<file path="src/rtl/irqc_pkg.sv">
// Package: shared register selects and field positions of the status unit.
// Assumes a 16-bit register view with flags occupying bits 14..8.
package irqc_pkg;
    localparam int REG_W    = 16;
    localparam int NUM_EVT  = 7;
    localparam int FLAG_LSB = 8;
    localparam int SEL_W    = 2;

    localparam logic [SEL_W-1:0] SEL_STAT = 2'd0;
    localparam logic [SEL_W-1:0] SEL_ALO  = 2'd1;
    localparam logic [SEL_W-1:0] SEL_AHI  = 2'd2;
    localparam logic [SEL_W-1:0] SEL_MASK = 2'd3;

    // Collision error (event index 5) has no mask bit.
    localparam logic [NUM_EVT-1:0] MASKABLE = 7'b101_1111;
    // Error events: memory error, missed frame, collision, babble.
    localparam logic [NUM_EVT-1:0] ERR_SET  = 7'b111_1000;

    // Control bit positions in the status register.
    localparam int B_INIT = 0;
    localparam int B_STRT = 1;
    localparam int B_STOP = 2;
    localparam int B_TDMD = 3;
    localparam int B_IEN  = 6;
endpackage

</file>
<file path="src/rtl/irqc_flags.sv">
// Event flag bank: each flag is set by a hardware pulse and cleared by a
// write-1 or a stop write. A set pulse wins over any clear in the same cycle.
// Assumes evt_i pulses are synchronous to clk.
module irqc_flags #(
    parameter int N = 7
) (
    input  logic         clk,
    input  logic         rst_n,
    input  logic [N-1:0] evt_i,
    input  logic [N-1:0] clr_i,
    output logic [N-1:0] flags_o
);
    logic [N-1:0] flags_q;

    // Per-flag update: keep unless cleared, then OR in new events.
    always_ff @(posedge clk) begin
        if (!rst_n) flags_q <= '0;
        else        flags_q <= (flags_q & ~clr_i) | evt_i;
    end

    assign flags_o = flags_q;

    assert_set_wins_R3: assert property (@(posedge clk) disable iff (!rst_n)
        (evt_i != '0) |=> ((flags_q & $past(evt_i)) == $past(evt_i)));

    assert_w1c_R2: assert property (@(posedge clk) disable iff (!rst_n)
        ((clr_i & ~evt_i) != '0) |=> ((flags_q & $past(clr_i & ~evt_i)) == '0));
endmodule

</file>
<file path="src/rtl/irqc_runctl.sv">
// Run-control bits: init, start, stop, interrupt enable, transmit demand and
// the receive/transmit-on state. Assumes wr_i is a status-register write.
module irqc_runctl (
    input  logic clk,
    input  logic rst_n,
    input  logic wr_i,
    input  logic d_init,
    input  logic d_strt,
    input  logic d_stop,
    input  logic d_tdmd,
    input  logic d_ien,
    output logic init_o,
    output logic strt_o,
    output logic stop_o,
    output logic tdmd_o,
    output logic ien_o,
    output logic on_o,
    output logic stop_wr_o
);
    logic init_q, strt_q, stop_q, tdmd_q, ien_q, on_q;
    logic stop_wr, go_wr;

    assign stop_wr = wr_i & d_stop;
    assign go_wr   = wr_i & (d_init | d_strt);

    // Stop, start and init with stop taking priority.
    always_ff @(posedge clk) begin
        if (!rst_n) begin
            stop_q <= 1'b1;
            strt_q <= 1'b0;
            init_q <= 1'b0;
        end else if (stop_wr) begin
            stop_q <= 1'b1;
            strt_q <= 1'b0;
            init_q <= 1'b0;
        end else if (go_wr) begin
            stop_q <= 1'b0;
            if (d_strt) strt_q <= 1'b1;
            if (d_init) init_q <= 1'b1;
        end
    end

    // Running indication follows start one edge later, cleared by stop.
    always_ff @(posedge clk) begin
        if (!rst_n || stop_wr) on_q <= 1'b0;
        else                   on_q <= strt_q & ~stop_q;
    end

    // Interrupt enable and self-clearing transmit demand.
    always_ff @(posedge clk) begin
        if (!rst_n) begin
            ien_q  <= 1'b0;
            tdmd_q <= 1'b0;
        end else begin
            if (wr_i) ien_q <= d_ien;
            tdmd_q <= wr_i & d_tdmd;
        end
    end

    assign init_o    = init_q;
    assign strt_o    = strt_q;
    assign stop_o    = stop_q;
    assign tdmd_o    = tdmd_q;
    assign ien_o     = ien_q;
    assign on_o      = on_q;
    assign stop_wr_o = stop_wr;

    assert_stop_clears_R8: assert property (@(posedge clk) disable iff (!rst_n)
        stop_wr |=> (stop_q && !strt_q && !init_q && !on_q));

    assert_poll_single_R10: assert property (@(posedge clk) disable iff (!rst_n)
        tdmd_q |=> !tdmd_q || $past(wr_i && d_tdmd));

    assert_on_needs_run_R9: assert property (@(posedge clk) disable iff (!rst_n)
        on_q |-> !stop_q);

    assert_go_clears_stop_R7: assert property (@(posedge clk) disable iff (!rst_n)
        (go_wr && !d_stop) |=> !stop_q);
endmodule

</file>
<file path="src/rtl/irqc_addr.sv">
// Init-block address halves, writable only while the controller is stopped.
// Assumes sel codes 1 (low half) and 2 (high half).
module irqc_addr #(
    parameter int HALF_W = 16
) (
    input  logic              clk,
    input  logic              rst_n,
    input  logic              wr_lo,
    input  logic              wr_hi,
    input  logic              stop_i,
    input  logic [HALF_W-1:0] d_i,
    output logic [HALF_W-1:0] lo_o,
    output logic [HALF_W-1:0] hi_o
);
    logic [HALF_W-1:0] lo_q, hi_q;

    // Locked update of both halves.
    always_ff @(posedge clk) begin
        if (!rst_n) begin
            lo_q <= '0;
            hi_q <= '0;
        end else if (stop_i) begin
            if (wr_lo) lo_q <= d_i;
            if (wr_hi) hi_q <= d_i;
        end
    end

    assign lo_o = lo_q;
    assign hi_o = hi_q;

    assert_addr_lock_R11: assert property (@(posedge clk) disable iff (!rst_n)
        (!stop_i && (wr_lo || wr_hi)) |=> ($stable(lo_q) && $stable(hi_q)));
endmodule

</file>
<file path="src/rtl/nic_irq_status.sv">
// Top: status/mask register file of a network controller with an active-low
// interrupt output and a transmit poll strobe. Assumes single-cycle writes and
// combinational reads; event pulses come from the DMA/MAC side.
module nic_irq_status
    import irqc_pkg::*;
#(
    parameter int ADDR_W = 32
) (
    input  logic               clk,
    input  logic               rst_n,
    input  logic               wr_en,
    input  logic [SEL_W-1:0]   wr_sel,
    input  logic [REG_W-1:0]   wr_data,
    input  logic [SEL_W-1:0]   rd_sel,
    output logic [REG_W-1:0]   rd_data,
    input  logic [NUM_EVT-1:0] evt_i,
    output logic               irq_n,
    output logic               poll_o,
    output logic [ADDR_W-1:0]  base_addr_o
);
    localparam int HALF_W = ADDR_W / 2;

    logic               wr_stat, wr_mask, stop_wr;
    logic               init_b, strt_b, stop_b, tdmd_b, ien_b, on_b;
    logic [NUM_EVT-1:0] flags, clr, mask_q;
    logic               err_sum, int_sum;
    logic [HALF_W-1:0]  alo, ahi;
    logic [REG_W-1:0]   stat_word;
    logic               unused_bits;

    assign wr_stat     = wr_en && (wr_sel == SEL_STAT);
    assign wr_mask     = wr_en && (wr_sel == SEL_MASK);
    assign unused_bits = ^{wr_data[15], wr_data[7], wr_data[5:4]};

    irqc_runctl u_run (
        .clk(clk), .rst_n(rst_n), .wr_i(wr_stat),
        .d_init(wr_data[B_INIT]), .d_strt(wr_data[B_STRT]),
        .d_stop(wr_data[B_STOP]), .d_tdmd(wr_data[B_TDMD]),
        .d_ien(wr_data[B_IEN]),
        .init_o(init_b), .strt_o(strt_b), .stop_o(stop_b), .tdmd_o(tdmd_b),
        .ien_o(ien_b), .on_o(on_b), .stop_wr_o(stop_wr)
    );

    // Clear vector: written ones, or everything on a stop write.
    assign clr = stop_wr ? {NUM_EVT{1'b1}}
                         : (wr_stat ? wr_data[FLAG_LSB +: NUM_EVT] : '0);

    irqc_flags #(.N(NUM_EVT)) u_flags (
        .clk(clk), .rst_n(rst_n), .evt_i(evt_i), .clr_i(clr), .flags_o(flags)
    );

    irqc_addr #(.HALF_W(HALF_W)) u_addr (
        .clk(clk), .rst_n(rst_n),
        .wr_lo(wr_en && (wr_sel == SEL_ALO)),
        .wr_hi(wr_en && (wr_sel == SEL_AHI)),
        .stop_i(stop_b), .d_i(wr_data[HALF_W-1:0]),
        .lo_o(alo), .hi_o(ahi)
    );

    // Mask register, only maskable positions are stored.
    always_ff @(posedge clk) begin
        if (!rst_n)       mask_q <= '0;
        else if (wr_mask) mask_q <= wr_data[FLAG_LSB +: NUM_EVT] & MASKABLE;
    end

    // Summary bits and interrupt output.
    assign err_sum = |(flags & ERR_SET);
    assign int_sum = |(flags & ~mask_q);
    assign irq_n   = ~(int_sum & ien_b);
    assign poll_o  = tdmd_b;
    assign base_addr_o = {ahi, alo};

    assign stat_word = {err_sum, flags, int_sum, ien_b, on_b, on_b,
                        tdmd_b, stop_b, strt_b, init_b};

    // Read multiplexer.
    always_comb begin
        case (rd_sel)
            SEL_STAT: rd_data = stat_word;
            SEL_ALO:  rd_data = alo;
            SEL_AHI:  rd_data = ahi;
            default:  rd_data = {1'b0, mask_q, {FLAG_LSB{1'b0}}};
        endcase
    end

    assert_cerr_unmasked_R5: assert property (@(posedge clk) disable iff (!rst_n)
        (flags[5] && ien_b) |-> !irq_n);

    assert_irq_needs_ien_R6: assert property (@(posedge clk) disable iff (!rst_n)
        !irq_n |-> (ien_b && (flags != '0)));

    assert_stop_flushes_R8: assert property (@(posedge clk) disable iff (!rst_n)
        stop_wr |=> ((flags & ~$past(evt_i)) == '0));
endmodule

</file>
<file path="config.mk">
export PLATFORM = sky130hd
export DESIGN_NAME = nic_irq_status
export DESIGN_NICKNAME = d
export VERILOG_FILES = /design/src/rtl/irqc_pkg.sv /design/src/rtl/irqc_flags.sv /design/src/rtl/irqc_runctl.sv /design/src/rtl/irqc_addr.sv /design/src/rtl/nic_irq_status.sv
export SDC_FILE = /design/constraint.sdc
export NUM_CORES = 1
export LEC_CHECK = 0
export BUFFER_PORTS_ARGS = -buffer_cell sky130_fd_sc_hd__buf_2
export CORE_UTILIZATION = 35
export CTS_BUF_LIST = sky130_fd_sc_hd__clkbuf_16
export DETAILED_ROUTE_END_ITERATION = 8
export SYNTH_ARGS = -nofsm -noshare
export SYNTH_HDL_FRONTEND = slang
export SYNTH_HIERARCHICAL = 1
export SYNTH_SLANG_ARGS = --single-unit
</file>
<file path="constraint.sdc">
create_clock -name clk -period 3.4 [get_ports clk]
set_clock_uncertainty 0.15 [all_clocks]
set_input_delay 1.02 -clock clk [delete_from_list [all_inputs] [get_ports clk]]
set_output_delay 1.02 -clock clk [all_outputs]
set_load 0.02 [all_outputs]
</file>
* Yosys cells after proc, flatten, opt, wreduce, memory -nomap -nowiden *
Index checks and enable logic that the tools add are counted.

operators by class
  bitwise operators = 14
  reduce and logical (&&, ||, !) cells = 15
  shift-type cells = 0
  order comparisons = 0
  divide/modulo/power cells = 0
  mux-type cells = 3
  equality and inequality tests = 5
  add/sub/neg operators = 0
  $mul = 0

operators with widths
  cell                count
  $pmux 16 s3         1
  $and 7x7->7         2
  $mux 7              2
  $not 7->7           2
  $reduce_and 2->1    4
  $or 7x7->7          1
  $reduce_or 7->1     1
  $eq 2x2->1 const B  3
  $and 1x1->1         5
  $eq 2x1->1 const B  2
  $logic_and 1x1->1   4
  $logic_not 2->1     2
  $reduce_or 4->1     1
  $not 1->1           3
  $reduce_or 2->1     1
  $logic_not 1->1     1
  $logic_or 1x1->1    1
  $or 1x1->1          1

storage, ports and cells
  register bits after elaboration = 51
  bits in read-only memories = 0
  memories = 0
  bits in writable memories = 0
  logic and storage cells = 47
  input bits = 30
  bits in latches = 0

* Depth between registers and ports, before layout *
  word-level depth = 7
  gate-level depth with buffers = 6

* Cells and area by module *
Netlist, hierarchy kept.

modules (own cells, without submodules)
  module          instances  area an instance (sq um)  cells an instance
  irqc_addr       1          1348.8                    147
  nic_irq_status  1          726.9                     86
  irqc_flags      1          236.5                     21
  irqc_runctl     1          205.2                     18

* Worst setup path before layout *
Ideal clock, no wire load.

  kind = input port to output port
  from = in rd_sel[1]
  to = out rd_data[0]
  required time = 2230 ps
  stages = 4
  data arrival time = 1961 ps
  slack = 269 ps
  cells stage by stage = buf_4 buf_4 mux2i_1 o21ai_0

on the way
  cells in the longest elaborated chain, start to end = 2

ends and longest elaborated chain
  what                                      RTL line              RTL
  start: declaration                        nic_irq_status.sv:14  input logic [SEL_W-1:0] rd_sel,
  $eq 2x2->1, or another cell as far along  nic_irq_status.sv:78  case (rd_sel)
  $pmux 16 s3 *                             nic_irq_status.sv:78
  end: declaration                          nic_irq_status.sv:15  output logic [REG_W-1:0] rd_data,

Mark *: on every way between the ends. The rest lies on a longest branch, timed or not.

* Final worst setup path *
  from = in rd_sel[1]
  to = out rd_data[9]

Same word-level chain as after synthesis.

==> results.toml <==
[yosys]
synth_area_leader_cell = "dfxtp_1"
syn-instance-count = 272
synth.distinct_cells = 30
synth_edf_count = 0
synth_area_leaders = "dfxtp_1 41%, nand4_1 8.2%, o21ai_2 7.0%"
synth_commonest_cells = "51 x dfxtp_1, 44 x nand2_1, 33 x nand4_1, 22 x o21ai_0, 20 x o21ai_2"
ys_seq_elements = 51
async_flop_share_pct = 0
yosysWarnings = 6
synth_flop_cell = "dfxtp_1"
yosysMostFrequentCell = "dfxtp_1"
synth_top_area_share_pct = 40.6
avgSynthCellArea_um2 = 9.26
synth_nets = 302
yosysSeqAreaShare_pct = 40.6
mappedNetlistArea_um2 = 2520

[setup_path]
critical_path_depth = 3
cp_top_family = "multiplexers"
critical_path_class = "input pin to output port"
critPathMostFrequentCell = "buf_2"
regToRegEndpoint = "u_addr/lo_o[13]$_SDFFE_PN0P_"
cp.buffers_inverters = 2
cp_slowest_cell = "mux4_1"
r2r-start = "u_run/stop_o$_SDFFE_PP1P_"
crit_fanout = 9
rrSetupSlack_ps = 1830
cp.arrival_ps = 2040
cp_slowest_stage_delay_ps = 600
worst-endpoint-required_ps = 2230
r2r_cells = 3
path_cells = "buf_2 -> mux4_1 -> buf_2"
cp-start-kind = "input pin"
end_kind = "output port"

[drt]
totalWireLength_um = 7080
num_vias = 2300
post_drt_via_cell_ratio = 5.19
dr.pass1.iters = 4
ant_nets = 0
drt_iter0_drc = 109
drc = 0
wl_per_cell_um = 16.0

[place]
portBuffers = 79
pre_cts_slack_ps = 169
dpl.hpwl_um = 4800
gp_congestion = 0.752

[final_layout]
layout.nets = 377
area_growth_pct = 22.5
finish.utilization_pct = 44.9
num_antenna_cells = 0
drive_gt1_share_pct = 36.9

[timing]
maxSlewHeadroom_pct = 68.8
holdWs_ps = 317
drv_slew = 0
setup_viol_count_final = 0
worstMarginPinSlew_ps = 467
max_clock_freq_ghz = 0.311
rsz0062_at_grt = "false"
fin_crit_sh_pct = 94.5
fin_ws_ps = 186
fin_crit_ps = 3210
finalSetupTns_ps = 0
hold_viol = 0

[clock_network]
htreeDepth = 2
clk_latency_ps = 280
cts_tree = "yes"
root_buffer = "clkbuf_16"
cts.sinks = 51
cts_resized = 0
cts_hold_buf = 0
cts_buffers = 5
cts_setup_buffers = 0
clk_pin_slew_ps = 60
clock_path_buffers = 2

[run]
cap_violations = 0

[global_route]
busiest_layer = "met2"
overflow = 0
use_met3_pct = 3.24
antenna_found_initial = 0
grt_util_met1_pct = 26.2
grt_pass1_vias = 2200
met2_usage_pct = 32.6
grt_max_degree = 37
gr-usage-all-layers_pct = 19.6
grt_pass1_wl_um = 11400

[floorplan]
initial_utilization_pct = 36.6
core_area_um2 = 6870
die_h_um = 86.8
die_w_um = 86.8
die_area_um2 = 7540
ios = 80
rows = 30

[worst_hold_path]
min_from = "u_addr/hi_o[10]$_SDFFE_PN0P_"
holdPathStages = 2
hold_path_end = "u_addr/hi_o[10]$_SDFFE_PN0P_"
hp-class = "register to register"

[run_status]
status = "finished, final reports clean"

[power]
leakagePower_nw = 1.41
ir_worst_vdd_mv = 0.283
power_density_nw_per_um2 = 425
## worst max-delay path by stage
stage | end | start | slack, ps
6_report | rd_data[9] | rd_sel[1] | 190
2_1_floorplan | rd_data[0] | rd_sel[1] | 270
3_3_place_gp | rd_data[9] | rd_sel[1] | 160
5_1_grt | rd_data[5] | rd_sel[1] | 110
3_5_place_dp | rd_data[9] | rd_sel[1] | 170
4_1_cts | rd_data[9] | rd_sel[1] | 170
## cells by family (layout without fill, tap and decap cells)
group,count (synthesis),after routing,synth area share [%]
compound gates,66,66,18.2
buf+inv,26,101,7.16
flops,51,51,40.6
mux,19,19,10.8
simple gates,110,110,23.2
## placed cells by master (no fill, tap or decap), drive strengths merged, types with 2 or more instances in the layout
master	synthesis	final
a21o	8	8
a21oi	6	6
and2	3	3
buf	22	90
clkbuf	0	5
clkinv	0	2
dfxtp	51	51
inv	4	4
mux2i	13	13
mux4	6	6
nand2	44	44
nand2b	2	2
nand4	33	33
nor2	6	6
nor2b	16	16
nor3b	2	2
o21a	7	7
o21ai	42	42
## final cells by class
cell class,count,area (um2)
multi-input cells,195,1320
fillers,689,3780
clock inverters,2,8.76
inverters,4,15.0
well taps,96,120
flip-flops and latches,51,1020
clock buffers,5,125
repair buffers,90,478
## worst register-to-register path, cell delays in order, from the launching register on
cell and delay (ps):
dfxtp_1 330, buf_4 380, and2_4 430, o21ai_0 150
## metal layers
metal  wire, um  vias to the layer above
met5          0                        -
met4         56                        0
met3        229                        5
met2       3440                       58
met1       3350                     1114
li1           -                     1123
## through the flow
stage                     cells  power, mW  instance area (um2)
after CTS                   443       1.32                 3080
after global placement      436      0.852                 2950
after detailed placement    436      0.854                 2950
after floorplan             272      0.782                 2520
final                       443       1.31                 3080
after global routing        443       1.37                 3080
## power breakdown
group | switching (mW) | internal, mW | total, mW
registers | 0.0189 | 0.621 | 0.640
logic | 0.123 | 0.0780 | 0.201
clock network | 0.204 | 0.265 | 0.469
## sequential cells by signal, summed over array words and instances (netlist names)
name             flops
mask_q               6
u_addr/hi_o         16
u_addr/lo_o         16
u_flags/flags_o      7
u_run/ien_o          1
u_run/init_o         1
u_run/on_o           1
u_run/stop_o         1
u_run/strt_o         1
u_run/tdmd_o         1
(Power assumes the default switching activity.)
